--- src/rtl/exc_pkg.sv ---
package exc_pkg;
  localparam int ST_W     = 16;
  localparam int ILVL_W   = 4;
  localparam int EXM_BIT  = 4;
  localparam int UM_BIT   = 5;

  typedef enum logic [1:0] {
    VEC_KERNEL = 2'd0,
    VEC_USER   = 2'd1,
    VEC_DOUBLE = 2'd2,
    VEC_DEBUG  = 2'd3
  } vec_e;

  typedef struct packed {
    logic take_gen;
    logic take_dbg;
    logic dbl;
    vec_e vec;
  } entry_t;
endpackage

--- src/rtl/exc_select.sv ---
module exc_select
  import exc_pkg::*;
#(
  parameter int DBG_LEVEL = 6
) (
  input  logic            raise,
  input  logic            dbg_raise,
  input  logic [ST_W-1:0] status,
  output entry_t          sel
);
  localparam logic [ILVL_W-1:0] DBG_LVL = ILVL_W'(DBG_LEVEL);

  logic gate_ok;

  always_comb begin
    gate_ok      = status[ILVL_W-1:0] < DBG_LVL;
    sel.take_dbg = dbg_raise && gate_ok;
    sel.take_gen = raise && !sel.take_dbg;
    sel.dbl      = status[EXM_BIT];
    if (sel.take_dbg)
      sel.vec = VEC_DEBUG;
    else if (status[EXM_BIT])
      sel.vec = VEC_DOUBLE;
    else if (status[UM_BIT])
      sel.vec = VEC_USER;
    else
      sel.vec = VEC_KERNEL;
  end
endmodule

--- src/rtl/exc_status_reg.sv ---
module exc_status_reg
  import exc_pkg::*;
#(
  parameter int DBG_LEVEL = 6
) (
  input  logic            clk,
  input  logic            rst,
  input  entry_t          sel,
  input  logic            we,
  input  logic [ST_W-1:0] wdata,
  output logic [ST_W-1:0] status
);
  localparam logic [ILVL_W-1:0] DBG_LVL = ILVL_W'(DBG_LEVEL);

  logic [ST_W-1:0] nxt;

  always_comb begin
    nxt = status;
    if (sel.take_dbg) begin
      nxt[ILVL_W-1:0] = DBG_LVL;
      nxt[EXM_BIT]    = 1'b1;
    end else if (sel.take_gen) begin
      nxt[EXM_BIT]    = 1'b1;
    end else if (we) begin
      nxt = wdata;
    end
  end

  always_ff @(posedge clk) begin
    if (rst) status <= '0;
    else     status <= nxt;
  end

  a_r4_exm_set: assert property (@(posedge clk) disable iff (rst)
    (sel.take_gen || sel.take_dbg) |=> status[EXM_BIT]);
  a_r4_upper_kept: assert property (@(posedge clk) disable iff (rst)
    sel.take_gen |=> status[ST_W-1:UM_BIT] == $past(status[ST_W-1:UM_BIT]));
  a_r7_level_forced: assert property (@(posedge clk) disable iff (rst)
    sel.take_dbg |=> status[ILVL_W-1:0] == DBG_LVL);
  a_r10_write_lands: assert property (@(posedge clk) disable iff (rst)
    (we && !sel.take_gen && !sel.take_dbg) |=> status == $past(wdata));
endmodule

--- src/rtl/exc_save_bank.sv ---
module exc_save_bank
  import exc_pkg::*;
#(
  parameter int XLEN     = 32,
  parameter int CAUSE_W  = 6,
  parameter int DCAUSE_W = 6,
  parameter bit HAS_DEPC = 1'b1
) (
  input  logic                clk,
  input  logic                rst,
  input  entry_t              sel,
  input  logic                addr_valid,
  input  logic [XLEN-1:0]     pc,
  input  logic [CAUSE_W-1:0]  cause,
  input  logic [XLEN-1:0]     va,
  input  logic [DCAUSE_W-1:0] dcause,
  input  logic [ST_W-1:0]     status,
  output logic [XLEN-1:0]     epc1,
  output logic [XLEN-1:0]     depc,
  output logic [CAUSE_W-1:0]  cause_q,
  output logic [XLEN-1:0]     va_q,
  output logic [DCAUSE_W-1:0] dcause_q,
  output logic [XLEN-1:0]     dbg_epc,
  output logic [ST_W-1:0]     dbg_eps
);
  logic to_depc;
  logic to_epc1;

  assign to_depc = sel.take_gen && sel.dbl && HAS_DEPC;
  assign to_epc1 = sel.take_gen && !to_depc;

  always_ff @(posedge clk) begin
    if (rst) begin
      epc1     <= '0;
      cause_q  <= '0;
      va_q     <= '0;
      dcause_q <= '0;
      dbg_epc  <= '0;
      dbg_eps  <= '0;
    end else begin
      if (to_epc1)                   epc1    <= pc;
      if (sel.take_gen)              cause_q <= cause;
      if (sel.take_gen && addr_valid) va_q   <= va;
      if (sel.take_dbg) begin
        dcause_q <= dcause;
        dbg_epc  <= pc;
        dbg_eps  <= status;
      end
    end
  end

  generate
    if (HAS_DEPC) begin : g_depc
      logic [XLEN-1:0] depc_q;
      always_ff @(posedge clk) begin
        if (rst)          depc_q <= '0;
        else if (to_depc) depc_q <= pc;
      end
      assign depc = depc_q;

      a_r3_depc_capture: assert property (@(posedge clk) disable iff (rst)
        (sel.take_gen && sel.dbl) |=> (depc == $past(pc)) && $stable(epc1));
    end else begin : g_no_depc
      assign depc = '0;

      a_r3_epc1_double: assert property (@(posedge clk) disable iff (rst)
        (sel.take_gen && sel.dbl) |=> epc1 == $past(pc));
    end
  endgenerate

  a_r4_cause_loaded: assert property (@(posedge clk) disable iff (rst)
    sel.take_gen |=> cause_q == $past(cause));
  a_r5_va_hold: assert property (@(posedge clk) disable iff (rst)
    !(sel.take_gen && addr_valid) |=> $stable(va_q));
  a_r7_eps_capture: assert property (@(posedge clk) disable iff (rst)
    sel.take_dbg |=> (dbg_eps == $past(status)) && (dbg_epc == $past(pc)));
  a_r7_general_untouched: assert property (@(posedge clk) disable iff (rst)
    sel.take_dbg |=> $stable(epc1) && $stable(cause_q) && $stable(va_q));
endmodule

--- src/rtl/exc_redirect.sv ---
module exc_redirect
  import exc_pkg::*;
(
  input  logic       clk,
  input  logic       rst,
  input  entry_t     sel,
  output logic       redirect,
  output logic [1:0] vector
);
  always_ff @(posedge clk) begin
    if (rst) begin
      redirect <= 1'b0;
      vector   <= VEC_KERNEL;
    end else begin
      redirect <= sel.take_gen || sel.take_dbg;
      if (sel.take_gen || sel.take_dbg) vector <= sel.vec;
    end
  end
endmodule

--- src/rtl/exc_entry_ctrl.sv ---
module exc_entry_ctrl
  import exc_pkg::*;
#(
  parameter int XLEN      = 32,
  parameter int CAUSE_W   = 6,
  parameter int DCAUSE_W  = 6,
  parameter int DBG_LEVEL = 6,
  parameter bit HAS_DEPC  = 1'b1
) (
  input  logic                clk,
  input  logic                rst,
  input  logic                raise_i,
  input  logic                dbg_raise_i,
  input  logic                addr_valid_i,
  input  logic [XLEN-1:0]     fault_pc_i,
  input  logic [CAUSE_W-1:0]  cause_i,
  input  logic [XLEN-1:0]     fault_va_i,
  input  logic [DCAUSE_W-1:0] dbg_cause_i,
  input  logic                st_we_i,
  input  logic [15:0]         st_wdata_i,
  output logic [15:0]         status_o,
  output logic [XLEN-1:0]     epc1_o,
  output logic [XLEN-1:0]     depc_o,
  output logic [CAUSE_W-1:0]  cause_o,
  output logic [XLEN-1:0]     va_o,
  output logic [DCAUSE_W-1:0] dbg_cause_o,
  output logic [XLEN-1:0]     dbg_epc_o,
  output logic [15:0]         dbg_eps_o,
  output logic                redirect_o,
  output logic [1:0]          vector_o
);
  localparam logic [ILVL_W-1:0] DBG_LVL = ILVL_W'(DBG_LEVEL);

  entry_t sel;

  exc_select #(.DBG_LEVEL(DBG_LEVEL)) u_sel (
    .raise(raise_i), .dbg_raise(dbg_raise_i), .status(status_o), .sel(sel)
  );

  exc_status_reg #(.DBG_LEVEL(DBG_LEVEL)) u_st (
    .clk(clk), .rst(rst), .sel(sel), .we(st_we_i), .wdata(st_wdata_i),
    .status(status_o)
  );

  exc_save_bank #(
    .XLEN(XLEN), .CAUSE_W(CAUSE_W), .DCAUSE_W(DCAUSE_W), .HAS_DEPC(HAS_DEPC)
  ) u_bank (
    .clk(clk), .rst(rst), .sel(sel), .addr_valid(addr_valid_i),
    .pc(fault_pc_i), .cause(cause_i), .va(fault_va_i), .dcause(dbg_cause_i),
    .status(status_o), .epc1(epc1_o), .depc(depc_o), .cause_q(cause_o),
    .va_q(va_o), .dcause_q(dbg_cause_o), .dbg_epc(dbg_epc_o),
    .dbg_eps(dbg_eps_o)
  );

  exc_redirect u_redir (
    .clk(clk), .rst(rst), .sel(sel), .redirect(redirect_o), .vector(vector_o)
  );

  a_r6_gate: assert property (@(posedge clk) disable iff (rst)
    (redirect_o && vector_o == 2'd3) |-> $past(status_o[ILVL_W-1:0]) < DBG_LVL);
  a_r6_rejected_quiet: assert property (@(posedge clk) disable iff (rst)
    (dbg_raise_i && !raise_i && status_o[ILVL_W-1:0] >= DBG_LVL) |=> !redirect_o);
  a_r8_debug_wins: assert property (@(posedge clk) disable iff (rst)
    (dbg_raise_i && raise_i && status_o[ILVL_W-1:0] < DBG_LVL)
      |=> $stable(cause_o) && vector_o == 2'd3);
  a_r9_redirect_source: assert property (@(posedge clk) disable iff (rst)
    redirect_o |-> $past(raise_i || dbg_raise_i));
endmodule

--- config.mk ---
export PLATFORM = sky130hd
export DESIGN_NAME = exc_entry_ctrl
export DESIGN_NICKNAME = d
export VERILOG_FILES = /design/src/rtl/exc_pkg.sv /design/src/rtl/exc_select.sv /design/src/rtl/exc_status_reg.sv /design/src/rtl/exc_save_bank.sv /design/src/rtl/exc_redirect.sv /design/src/rtl/exc_entry_ctrl.sv
export SDC_FILE = /design/constraint.sdc
export NUM_CORES = 1
export LEC_CHECK = 0
export ABC_AREA = 1
export CORE_ASPECT_RATIO = 0.9
export CORE_MARGIN = 3
export CORE_UTILIZATION = 35
export CTS_BUF_LIST = sky130_fd_sc_hd__clkbuf_8 sky130_fd_sc_hd__clkbuf_16
export CTS_CLUSTER_DIAMETER = 60
export CTS_CLUSTER_SIZE = 28
export DETAILED_ROUTE_END_ITERATION = 8
export DONT_BUFFER_PORTS = 1
export PLACE_DENSITY = 0.58
export SYNTH_ARGS = -nofsm -noshare
export SYNTH_HDL_FRONTEND = slang
export SYNTH_HIERARCHICAL = 1
export SYNTH_SLANG_ARGS = --single-unit
export TNS_END_PERCENT = 50
--- constraint.sdc ---
create_clock -name clk -period 2.2 [get_ports clk]
set_input_delay 0.55 -clock clk [delete_from_list [all_inputs] [get_ports clk]]
set_output_delay 0.55 -clock clk [all_outputs]
set_load 0.05 [all_outputs]
## Word level (Yosys, flattened, before mapping)

Index checks and enable logic that the tools add are counted.

| storage, ports and cells | value |
|---|---|
| word-level logic and storage cells | 38 |
| latch bits | 0 |
| bits in read-only memories | 0 |
| memories | 0 |
| register bits after elaboration | 175 |
| bits in writable memories | 0 |

| operators by class | value |
|---|---|
| add/sub/neg operators | 0 |
| multiply operators | 0 |
| divide/modulo/power cells | 0 |
| reduce and logical (&&, ||, !) cells | 14 |
| bitwise operators | 2 |
| magnitude comparators | 1 |
| shift-type cells | 0 |
| muxes and demuxes | 7 |
| equality and inequality tests | 1 |

Operators by type and width:

| cell | number |
|---|---|
| 5-bit two-way mux | 2 |
| 1-bit logical AND | 5 |
| 4-bit by 3-bit less-than comparator with 1-bit output (second input constant) | 1 |
| 2-bit two-way mux | 2 |
| 4-bit two-way mux | 1 |
| 2-bit AND reduction | 2 |
| 3-bit AND reduction | 1 |
| 3-bit nonzero test | 1 |
| 1-bit zero test | 2 |
| 1-bit two-way mux | 2 |
| 2-bit by 1-bit != test with 1-bit output (second input constant) | 1 |
| 1-bit NOT | 2 |
| 2-bit nonzero test | 1 |
| 2-bit OR reduction | 1 |
| 1-bit logical OR | 1 |

## Logic depth before layout (Yosys ltp)

| depth | value |
|---|---|
| depth after elaboration | 7 |
| gate-level depth with buffers | 9 |
| gate-level depth less buffers | 8 |

## Cells and area by module

Netlist, hierarchy kept.

Modules (own cells, without submodules):

| module | cells an instance | times used | sequential area each (um^2) | area an instance (um^2) |
|---|---|---|---|---|
| exc_save_bank | 723 | 1 | 3123.0 | 5685.5 |
| exc_status_reg | 107 | 1 | 320.3 | 740.7 |
| exc_redirect | 16 | 1 | 60.1 | 116.4 |
| exc_select | 12 | 1 | 0.0 | 55.1 |

## Worst setup path before layout

No wires, ideal clock.

| timing path | value |
|---|---|
| kind | reg-to-reg |
| start | register u_st.status[1] |
| end | register u_bank.epc1[17] |
| setup time | 0.114 ns |
| stages on the path, launching flop included | 9 |
| period minus slack after synthesis | 2.110 ns |
| setup slack | 0.090 ns |
| required time | 2.086 ns |
| data arrival time | 1.996 ns |
| path buffers | 3 |
| cells stage by stage | dfxtp_1 > nand2_1 > a21oi_1 > buf_4 > buf_6 > buf_2 > nand3_1 > nand2_1 > nor2_1 |

RTL lines:

| item | line | text |
|---|---|---|
| start: declaration | exc_status_reg.sv:11 | `output logic [ST_W-1:0] status` |
| start signal: assignment | exc_status_reg.sv:31 | `else status <= nxt;` |
| end signal: assignment | exc_save_bank.sv:41 | `if (to_epc1) epc1 <= pc;` |
| end: declaration | exc_save_bank.sv:18 | `output logic [XLEN-1:0] epc1,` |

## Worst setup path in the final report

| timing path | value |
|---|---|
| start | register u_bank.g_depc.depc_q[31], in the netlist u_bank/depc[31] |
| end | output depc_o[31] |

RTL lines:

| item | line | text |
|---|---|---|
| start: declaration | exc_save_bank.sv:54 | `logic [XLEN-1:0] depc_q;` |
| start signal: assignment | exc_save_bank.sv:57 | `else if (to_depc) depc_q <= pc;` |
| end: declaration | exc_entry_ctrl.sv:23 | `output logic [XLEN-1:0] depc_o,` |

No word-level cell between the ends.

==> results.py <==
metrics = {
    "worst_hold_path": {
        "min_delay_path_depth": 1,
        "min_path_type": "in -> reg",
        "hold_path_startpoint": "rst",
        "holdPathEnd": "u_bank/depc[2]",
    },
    "cts": {
        "cts_hold_buf": 0,
        "clock_latency_ns": 0.43,
        "cts_setup_buffers": 0,
        "cts_sinks": 175,
        "cts-root-buf": "clkbuf_16",
        "ctsResizeCount": 0,
        "htreeDepth": 4,
        "clock_path_buffers": 2,
        "cts-buffers-inserted": 17,
        "cts_tree": "built",
        "path_clk_slew_ns": 0.07,
    },
    "power": {
        "swShare_pct": 34.7,
        "power_switching_w": 0.00277,
        "pwr-share-seq_pct": 54.9,
        "clockPowerShare_pct": 36.4,
        "power_leakage_nw": 2.98,
        "pwr-share-comb_pct": 8.7,
        "ir_drop_v": 0.000563,
        "power_density_mw_per_mm2": 1100,
        "p_int_w": 0.00521,
    },
    "detailed_routing": {
        "antenna_left": 0,
        "wl_per_cell_um": 17.7,
        "dr_total_vias": 5433,
        "wl_um": 19100,
        "drc": 0,
        "firstDrtPassIters": 5,
        "via_per_inst": 5.04,
        "drt_iter0_drc": 301,
    },
    "setup_path": {
        "critPathMaxFanout": 2,
        "cp-start-kind": "flop",
        "worstSetupPathType": "reg -> out",
        "cp.required_ns": 1.65,
        "endpoint_kind": "output pin",
        "crit_arrival_ns": 1.14,
        "r2r-start": "u_st/status[2]",
        "r2r-end": "u_bank/epc1[23]",
        "reg2reg_setup_slack_ns": 0.52,
        "reg2regPathDepth": 7,
    },
    "place": {
        "dp.cells": 1047,
        "place.gp.congestion": 0.733,
        "port_buffers": 0,
        "dpl_cell_area_sq_mm": 0.00671,
        "dpl.hpwl_um": 12800,
    },
    "synth": {
        "ys_ff_latch": 175,
        "synth.top_cell.area_share_pct": 53.1,
        "ys_warn_count": 6,
        "synth_top_family_by_area": "simple AND/OR/NAND/NOR gates",
        "synth.area.top_cells": "dfxtp_1 (53%), nand3_1 (8.3%), nor2_1 (8.2%), a21oi_1 (8.1%), nand2_1 (7.1%)",
        "syn_nets": 956,
        "synth.area.mux_share_pct": 0,
        "synth-compound-area-share_pct": 13.0,
        "yosysSeqAreaShare_pct": 53.1,
        "synth_fa_ha_area_share_pct": 0,
        "syn-cell-area_sq_mm": 0.00660,
        "synth_cell_types": 20,
        "netlist_instances": 858,
        "yosys.area.top_type": "dfxtp_1",
        "synth-simple-area-share_pct": 24.4,
        "avgSynthCellArea_sq_um": 7.69,
        "synth_xor_area_share_pct": 0,
    },
    "timing": {
        "drv_slew": 0,
        "worst_pin_slew_ns": 0.632,
        "relSlewSlack_pct": 57.8,
        "final_hold_viol_count": 0,
        "timing.final.crit_share_pct": 76.7,
        "rsz0062_at_grt": "no",
        "maxClockFrequency_mhz": 593,
        "fin_tns_setup_ns": 0,
        "skew_ns": 0.00863,
        "setup_violations": 0,
        "holdWs_ns": 0.201,
        "min_period_ns": 1.69,
    },
    "layout": {
        "multi_input_area_sq_mm": 0.00248,
        "regArea_sq_mm": 0.00350,
        "drive_gt1_share_pct": 7.27,
        "fin_nets": 924,
        "syn2layout_area_growth_pct": 10.2,
        "final_common_cell": "dfxtp_1",
        "layout.cells.non_filler": 1079,
        "final_cell_area_sq_mm": 0.00727,
        "mostFrequentLayoutCells": "dfxtp_1 (174), nor2_1 (144), nand2_1 (125), nand3_1 (110), a21oi_1 (106)",
        "nFillCells": 1844,
        "final_core_util_pct": 40.2,
        "antennaDiodeCount": 0,
    },
    "global_route": {
        "grt_pass1_vias": 5069,
        "grt.overflow.total": 0,
        "grt_max_degree": 70,
        "grt_pass1_wl_um": 28500,
        "grt_antenna_before_repair": 0,
        "grt_usage_pct": 17.8,
    },
    "die": {
        "io_pins": 273,
        "fp.dieArea_sq_mm": 0.0205,
        "core_area_sq_mm": 0.0181,
        "die_w_um": 151,
        "initial_core_util_pct": 36.5,
        "num_rows": 46,
        "die_y_um": 136,
    },
    "status": {
        "status": "finished clean",
    },
    "flow_run": {
        "max-cap-violations": 0,
    },
}
[power groups by stage]
stage	Combinational, W	Clock [W]	Sequential (W)
2_1_floorplan	0.000587	0	0.00439
3_5_place_dp	0.000697	0	0.00446
4_1_cts	0.000699	0.00301	0.00439
3_3_place_gp	0.000685	0	0.00446
5_1_grt	0.000799	0.00312	0.00441
6_report	0.000693	0.00290	0.00438
[flip-flops by register name, indices dropped and copies added, names as in the netlist]
signal,flops
u_redir/vector,2
u_st/status,16
u_bank/va_q,32
u_redir/redirect,1
u_bank/cause_q,6
u_bank/depc,32
u_bank/dcause_q,6
u_bank/epc1,32
u_bank/dbg_eps,16
u_bank/dbg_epc,32
[kinds of logic (layout without fill, tap and decap cells)]
group	Yosys count	after routing
flip-flops	175	175
AO/OA/AOI/OAI	170	170
buffers and inverters	128	109
AND/OR/NAND/NOR	385	385
[how the worst max path moves through the flow]
stage,start,endpoint,slack [ns],cells past startpoint
2_1_floorplan,u_st/status[1],u_bank/epc1[17],0.09,8
3_3_place_gp,dbg_raise_i,u_bank/dbg_epc[0],0.35,7
3_5_place_dp,dbg_raise_i,u_bank/epc1[26],0.32,8
4_1_cts,u_st/status[5],status_o[5],0.48,0
5_1_grt,u_st/status[2],u_bank/epc1[15],0.33,7
6_report,u_bank/depc[31],depc_o[31],0.51,0
[metal layers]
metal | share of wire [%] | global-route usage (%) | up-vias
li1 | - | - | 2700
met1 | 40 | 21.8 | 2476
met2 | 47 | 27.7 | 233
met3 | 11 | 8.37 | 24
met4 | 1.9 | 6.04 | 0
met5 | 0 | 0 | -
[Yosys cell counts, drive strengths merged]
library cell,count
dfxtp,175
nor2,148
nand2,127
nand3,110
a21oi,108
inv,61
o21ai,61
buf,48
clkbuf,19
a21boi,1
[layout make-up]
cell class              count  area share, %
clock buffers              17           5.85
clock inverters            15           1.86
repair buffers             16           2.68
inverters                  61           3.15
flip-flops and latches    175           48.2
well taps                 240           4.13
multi-input cells         555           34.1
[through the flow]
stage	setup WS [ns]	power (W)
floorplan	0.0896	0.00498
global placement	0.349	0.00514
detailed placement	0.325	0.00515
CTS	0.482	0.00810
global route	0.331	0.00833
finish	0.513	0.00797
Note: power is estimated with default switching activity, not from simulation.
